$ cat src/rtl/sdice_pkg.sv
package sdice_pkg;

  typedef enum logic [1:0] {
    KIND_HD  = 2'd0,
    KIND_SD  = 2'd1,
    KIND_3GA = 2'd2,
    KIND_3GB = 2'd3
  } kind_t;

  localparam logic [1:0] SEL_SD = 2'b01;
  localparam logic [1:0] SEL_3G = 2'b10;

  // Codes 00 and 11 both fall to HD behaviour.
  function automatic kind_t classify(input logic [1:0] sel, input logic lvl);
    case (sel)
      SEL_SD:  return KIND_SD;
      SEL_3G:  return lvl ? KIND_3GB : KIND_3GA;
      default: return KIND_HD;
    endcase
  endfunction

endpackage

$ cat src/rtl/sdice_mode_track.sv
module sdice_mode_track
  import sdice_pkg::*;
(
  input  logic       clk,
  input  logic       rst,
  input  logic [1:0] mode_i,
  input  logic       level_b_i,
  output kind_t      kind_o,
  output logic       restart_o
);

  kind_t kind_d;

  always_comb kind_d = classify(mode_i, level_b_i);

  // A restart is requested only when the operating kind itself changes.
  assign restart_o = (kind_d != kind_o);

  always_ff @(posedge clk) begin
    if (rst) kind_o <= KIND_HD;
    else     kind_o <= kind_d;
  end

endmodule

$ cat src/rtl/sdice_cadence.sv
module sdice_cadence #(
  parameter int SHORT_GAP = 5,
  parameter int LONG_GAP  = 6
) (
  input  logic clk,
  input  logic rst,
  input  logic restart_i,
  input  logic run_i,
  output logic pulse_o,
  output logic yc_sel_o
);

  localparam int CNT_W = (LONG_GAP > 2) ? $clog2(LONG_GAP) : 1;
  localparam logic [CNT_W-1:0] END_S = CNT_W'(SHORT_GAP - 1);
  localparam logic [CNT_W-1:0] END_L = CNT_W'(LONG_GAP - 1);

  logic [CNT_W-1:0] cnt_q;
  logic             long_q;
  logic             yc_q;

  assign pulse_o  = run_i && (cnt_q == (long_q ? END_L : END_S));
  assign yc_sel_o = yc_q;

  always_ff @(posedge clk) begin
    if (rst || restart_i) begin
      cnt_q  <= '0;
      long_q <= 1'b0;
      yc_q   <= 1'b0;
    end else if (run_i) begin
      if (pulse_o) begin
        cnt_q  <= '0;
        long_q <= ~long_q;
        yc_q   <= ~yc_q;
      end else begin
        cnt_q <= cnt_q + CNT_W'(1);
      end
    end
  end

endmodule

$ cat src/rtl/sdice_half_rate.sv
module sdice_half_rate (
  input  logic clk,
  input  logic rst,
  input  logic restart_i,
  input  logic run_i,
  output logic strobe_o
);

  logic ph_q;

  assign strobe_o = run_i && !ph_q;

  always_ff @(posedge clk) begin
    if (rst || restart_i) ph_q <= 1'b0;
    else if (run_i)       ph_q <= ~ph_q;
  end

endmodule

$ cat src/rtl/sdice_fanout.sv
module sdice_fanout #(
  parameter int N = 2
) (
  input  logic         d_i,
  output logic [N-1:0] q_o
);

  for (genvar i = 0; i < N; i++) begin : g_copy
    assign q_o[i] = d_i;
  end

endmodule

$ cat src/rtl/sdice_gen.sv
module sdice_gen
  import sdice_pkg::*;
#(
  parameter int SHORT_GAP  = 5,
  parameter int LONG_GAP   = 6,
  parameter int SD_COPIES  = 3,
  parameter int VID_COPIES = 2
) (
  input  logic                  clk,
  input  logic                  rst,
  input  logic [1:0]            mode_i,
  input  logic                  level_b_i,
  output logic [SD_COPIES-1:0]  sd_ce_o,
  output logic                  dr_ce_o,
  output logic [VID_COPIES-1:0] vid_ce_o,
  output logic                  yc_sel_o,
  output logic                  out_ce_o
);

  kind_t kind_q;
  logic  restart;
  logic  is_sd;
  logic  is_lb;
  logic  cad_pulse;
  logic  yc_sel;
  logic  lb_strobe;
  logic  sd_en;
  logic  vid_en;

  sdice_mode_track u_track (
    .clk       (clk),
    .rst       (rst),
    .mode_i    (mode_i),
    .level_b_i (level_b_i),
    .kind_o    (kind_q),
    .restart_o (restart)
  );

  assign is_sd = (kind_q == KIND_SD);
  assign is_lb = (kind_q == KIND_3GB);

  sdice_cadence #(
    .SHORT_GAP (SHORT_GAP),
    .LONG_GAP  (LONG_GAP)
  ) u_cadence (
    .clk       (clk),
    .rst       (rst),
    .restart_i (restart),
    .run_i     (is_sd),
    .pulse_o   (cad_pulse),
    .yc_sel_o  (yc_sel)
  );

  sdice_half_rate u_half (
    .clk       (clk),
    .rst       (rst),
    .restart_i (restart),
    .run_i     (is_lb),
    .strobe_o  (lb_strobe)
  );

  always_comb begin
    sd_en    = 1'b1;
    dr_ce_o  = 1'b1;
    vid_en   = 1'b1;
    out_ce_o = 1'b1;
    if (is_sd) begin
      sd_en    = cad_pulse;
      vid_en   = cad_pulse && yc_sel;
      out_ce_o = cad_pulse;
    end else if (is_lb) begin
      dr_ce_o  = lb_strobe;
      vid_en   = lb_strobe;
      out_ce_o = lb_strobe;
    end
  end

  assign yc_sel_o = yc_sel;

  sdice_fanout #(.N(SD_COPIES)) u_sd_fan (
    .d_i (sd_en),
    .q_o (sd_ce_o)
  );

  sdice_fanout #(.N(VID_COPIES)) u_vid_fan (
    .d_i (vid_en),
    .q_o (vid_ce_o)
  );

endmodule

$ cat config.mk
export PLATFORM = sky130hd
export DESIGN_NAME = sdice_gen
export DESIGN_NICKNAME = d
export VERILOG_FILES = /design/src/rtl/sdice_pkg.sv /design/src/rtl/sdice_mode_track.sv /design/src/rtl/sdice_cadence.sv /design/src/rtl/sdice_half_rate.sv /design/src/rtl/sdice_fanout.sv /design/src/rtl/sdice_gen.sv
export SDC_FILE = /design/constraint.sdc
export NUM_CORES = 1
export LEC_CHECK = 0
export BUFFER_PORTS_ARGS = -buffer_cell sky130_fd_sc_hd__clkbuf_2
export CORE_AREA = 5 5 42 44
export CTS_BUF_LIST = sky130_fd_sc_hd__clkbuf_4 sky130_fd_sc_hd__clkbuf_8 sky130_fd_sc_hd__clkbuf_16
export DETAILED_ROUTE_END_ITERATION = 6
export DIE_AREA = 0 0 47 49
export GPL_TIMING_DRIVEN = 1
export MAX_ROUTING_LAYER = met4
export PLACE_DENSITY = 0.66
export SETUP_SLACK_MARGIN = 0.1
export SLEW_MARGIN = 0
export SYNTH_ARGS = -nofsm -noshare
export SYNTH_HDL_FRONTEND = slang
export SYNTH_SLANG_ARGS = --single-unit
$ cat constraint.sdc
create_clock -name clk -period 1.45 [get_ports clk]
set_input_delay 0.29 -clock clk [delete_from_list [all_inputs] [get_ports clk]]
set_output_delay 0.29 -clock clk [all_outputs]
set_load 0.02 [all_outputs]
## Word level (Yosys, flattened, before mapping)

Index checks and enable logic that the tools add are counted.

- Register bits: 8
- Latch bits: 0
- RAM bits: 0
- Memory bits (read-only): 0
- Input bits: 5
- Logic and storage cells: 30
- Memories kept: 0

- Add/subtract/negate cells: 1
- Multiply operators: 0
- Div/mod/pow operators: 0
- Order comparisons: 0
- Equal/unequal tests: 6
- Shift-type cells: 0
- Mux-type cells: 9
- Bitwise gates (word level): 3
- Reductions and logical operators: 6

Operator list:

| cell | number |
|---|---|
| $mux 1 | 7 |
| $eq 2x1->1 const B | 2 |
| $eq 2x2->1 const B | 2 |
| $pmux 2 s2 | 1 |
| $add 3x1->3 const B | 1 |
| $eq 3x3->1 | 1 |
| $logic_and 1x1->1 | 3 |
| $mux 3 | 1 |
| $not 1->1 | 3 |
| $ne 2x2->1 | 1 |
| $reduce_and 2->1 | 1 |
| $logic_not 1->1 | 1 |
| $logic_or 1x1->1 | 1 |

## Longest topological paths before layout

- Depth in word-level cells: 5
- Mapped depth: 6
- Gate-level depth less buffers: 6

## Cells and area by module

From an unflattened synthesis, not the netlist that was laid out.

- Cells, all modules: 60
- Area, all modules: 519.2 um^2

By module, submodules not included:

| module | times used | cells an instance | area each (um^2) |
|---|---|---|---|
| sdice_cadence | 1 | 28 | 249.0 |
| sdice_mode_track | 1 | 14 | 126.4 |
| sdice_gen | 1 | 9 | 58.8 |
| sdice_half_rate | 1 | 4 | 47.5 |
| sdice_fanout (u_sd_fan) | 1 | 3 | 22.5 |
| sdice_fanout (u_vid_fan) | 1 | 2 | 15.0 |

## Worst setup path before layout

No wires, ideal clock.

- Path kind: input port to flip-flop
- From: in mode_i[0]
- To: reg u_cadence.cnt_q[0]
- Data arrival time: 1.459 ns
- Required time: 1.380 ns
- Path slack: -0.079 ns
- Stages on the path: 6
- Cells stage by stage: inv_1 > ha_1 > and2b_1 > nand2_1 > or4_1 > a21oi_1

- Word-level cells in the longest chain between the ends: 4

Ends and longest elaborated chain:

| what | RTL line | source |
|---|---|---|
| from (decl) | sdice_gen.sv:11 | `input logic [1:0] mode_i,` |
| $eq 2x2->1 / $eq 2x1->1 (equally long branches) | sdice_pkg.sv:15 | `case (sel)` |
| $pmux 2 s2 (*) | sdice_pkg.sv:15 |  |
| $ne 2x2->1 (*) | sdice_mode_track.sv:17 | `assign restart_o = (kind_d != kind_o);` |
| $logic_or 1x1->1 (*) | sdice_cadence.sv:25 | `if (rst \|\| restart_i) begin` |
| to (signal assigned) | sdice_cadence.sv:35 | `cnt_q <= cnt_q + CNT_W'(1);` |
| to (decl) | sdice_cadence.sv:17 | `logic [CNT_W-1:0] cnt_q;` |

Mark *: on every way between the ends. The rest lies on a longest branch, timed or not.
A chain may end at the register's enable or synchronous reset.

## Worst setup path in the final report

- From: reg u_cadence.long_q
- To: out vid_ce_o[1]

- Word-level cells in the longest chain between the ends: 5

Ends and longest elaborated chain:

| what | RTL line | source |
|---|---|---|
| from (decl) | sdice_cadence.sv:18 | `logic long_q;` |
| from (signal assigned) | sdice_cadence.sv:32 | `long_q <= ~long_q;` |
| $mux 1 | sdice_cadence.sv:21 | `assign pulse_o = run_i && (cnt_q == (long_q ? END_L : END_S));` |
| $eq 3x3->1 | sdice_cadence.sv:21 |  |
| $logic_and 1x1->1 | sdice_cadence.sv:21 |  |
| $logic_and 1x1->1 | sdice_gen.sv:69 | `vid_en = cad_pulse && yc_sel;` |
| $mux 1 | sdice_gen.sv:67 | `if (is_sd) begin` |
| to (decl) | sdice_gen.sv:15 | `output logic [VID_COPIES-1:0] vid_ce_o,` |

No other way between the ends.

==> metrics <==
status finished, violations left; failing checks setup timing; Filler cells 121; grt total ovfl 0; die extent in y 49 um; Async SR Flop Fraction 0; Synth Flop Type dfxtp_1; count leader, synth dfxtp_1; CTS root buffer clkbuf_4; CP Capture Type primary output; PortBufs 12; Sum Neg Setup Slack -1.41 ns; DRC Markers 0; Tcrit/Tclk final 1.19; R2R depth 5; maximum vdd drop 0.000344 V; first-pass iteration count of the detailed router 4; relative slew slack 0.825; clk_skew 0.00536 ns; clock tree buffer depth 2; r2r startpoint u_cadence.cnt_q[0]; vias in the first global route 491; num rows 14; Worst Path Max Fanout 3; post-synthesis cell type count 29; worst hold path type primary input to flop; largest cells by area after synthesis dfxtp_1 31%, ha_1 9.6%, buf_4 7.2%; Worst Hold Path Cells 2; flops & latches, synth 8; setup slack at placement -0.106 ns; # placed instances 92; CTS clk-pin slew, worst paths 0.05 ns; post-synth net total 69; startpoint types flop; Skew-Pair Late Insertion Delay 0.25 ns; drt wl/cell 13.9 um; I/O pin count 13; H-tree depth 1; Leakage 0.353 nW; routed vias 497; post-route insts no fill 96; RSZ-0062 raised after global routing yes; Commonest cells post-synth 8 x dfxtp_1, 5 x buf_4, 5 x nand2_1; met1 usage 0.132; Worst EP arrival 1.43 ns; overall power 524 uW; met2 usage 0.186; Syn Inst Count 60; final worst slack -0.273 ns; Core Region 1400 um^2; dpl hpwl 936 um; crit path time final 1.72 ns; final number of max-transition violations 0; final core occ 0.616; initial cell density of the core 0.371; Sink Count 8; CTS tree built; routed wire length 1330 um; GRT Overall Usage 0.118; fin nets 91; dpl cell area 659 um^2; Ys Warns 0; Fin. Hold Viols 0; Least-Margin Pin Slew 0.256 ns; Cell Pwr Density 607 nW/um^2; Post-Syn Area 520 um^2; Max Freq 580 MHz; First DRT Iteration DRCs 2; initial antenna violation count 0; antenna cells 0; TritonCTS buffer count 3; Syn Area/Cell 8.67 um^2; first-pass GRT wire length 1960 um; Die Footprint 2300 um^2; final antenna-violating net count 0; WP data required 1.16 ns; vias per cell 5.18; # setup viols final 7; Design Area, Final 863 um^2; GR met3 Demand/Resource 0.0332; Area Growth Syn to Fin 65.9%; Crit Reg-Reg Endpoint u_cadence.cnt_q[0]; layout cells sized above 1 0.625; EDFF count, synth 0; Setup Crit Path Kind flop to primary output; worst reg2reg setup slack -0.09 ns; GP Congestion 0.750; hold endpoint u_track.kind_o[1]; hold path startpoint rst; sequential-to-total area share from yosys stat 0.308; die width 47 um; largest net degree at the start of global routing 7; post-synth top area cell dfxtp_1; Max Cap Violations 0; hold_ws 0.278 ns; area share of the largest cell type after synthesis 0.308; layer with the highest usage met2
[where the power goes]
part	switching, mW	internal (mW)
clock network	0.0735	0.0945
logic	0.0648	0.0659
registers	0.00531	0.220
total	0.144	0.381
[area by class of cell]
class                           instances  area [um^2]  share of cell area
Multi-Input combinational cell         44          442               0.512
Timing Repair Buffer                   23          201               0.233
Sequential cell                         8          170               0.197
Clock buffer                            3         22.5              0.0261
Tap cell                               16         20.0              0.0232
Inverter                                2         7.51             0.00870
[kinds of logic after synthesis]
group,after synthesis,share of synthesized area
AOI/OAI and AO/OA,11,0.161
xor gates and xnor gates,3,0.0505
adders and majority gates,4,0.0962
buffers and inverters,8,0.0962
DFF,8,0.308
muxes,1,0.0192
and+or+nand+nor,25,0.269
[cell usage in the layout (no fill, tap or decap), types with 2 or more instances in the layout]
cell type	Yosys	layout
nor3_1	3	2
nand3_1	4	2
buf_8	0	5
clkbuf_4	0	3
buf_4	5	11
clkbuf_2	1	6
ha_1	4	3
dfxtp_4	0	2
dfxtp_2	0	2
o22ai_2	0	2
or3_1	2	2
nand2_1	5	4
xor2_1	3	2
dfxtp_1	8	4
[critical path, stage by stage (launching register included)]
cell	delay [ns]
dfxtp_4	0.36
xor2_4	0.19
nor4b_4	0.29
nand2_1	0.10
nand3_2	0.12
buf_8	0.12
[flip-flops by register name, summed over array words and instances (netlist names)]
| signal | cells |
|---|---|
| u_cadence.yc_sel_o | 1 |
| u_half.ph_q | 1 |
| u_cadence.cnt_q | 3 |
| u_cadence.long_q | 1 |
| u_track.kind_o | 2 |
[layer usage]
layer | vias to the layer above | part of all wire
met5 | - | 0
met4 | 0 | 0.016
met3 | 5 | 0.054
met2 | 14 | 0.54
met1 | 230 | 0.39
li1 | 248 | -
[how the worst max path moves through the flow]
stage,from,to,cells past startpoint
floorplan,mode_i[0],u_cadence.cnt_q[0],6
global placement,mode_i[1],u_cadence.cnt_q[0],6
detailed placement,mode_i[1],u_cadence.cnt_q[2],7
CTS,u_cadence.cnt_q[0],vid_ce_o[0],5
global route,u_cadence.long_q,vid_ce_o[0],5
finish,u_cadence.long_q,vid_ce_o[1],5
[repair_timing]
action,in CTS,in global routing
endpoints found under the setup margin,11,12
gates cloned,0,0
pin swaps,1,8
setup buffers,2,2
hold buffers,0,0
gates resized for setup,17,22
Power figures use the tool's default switching activity.
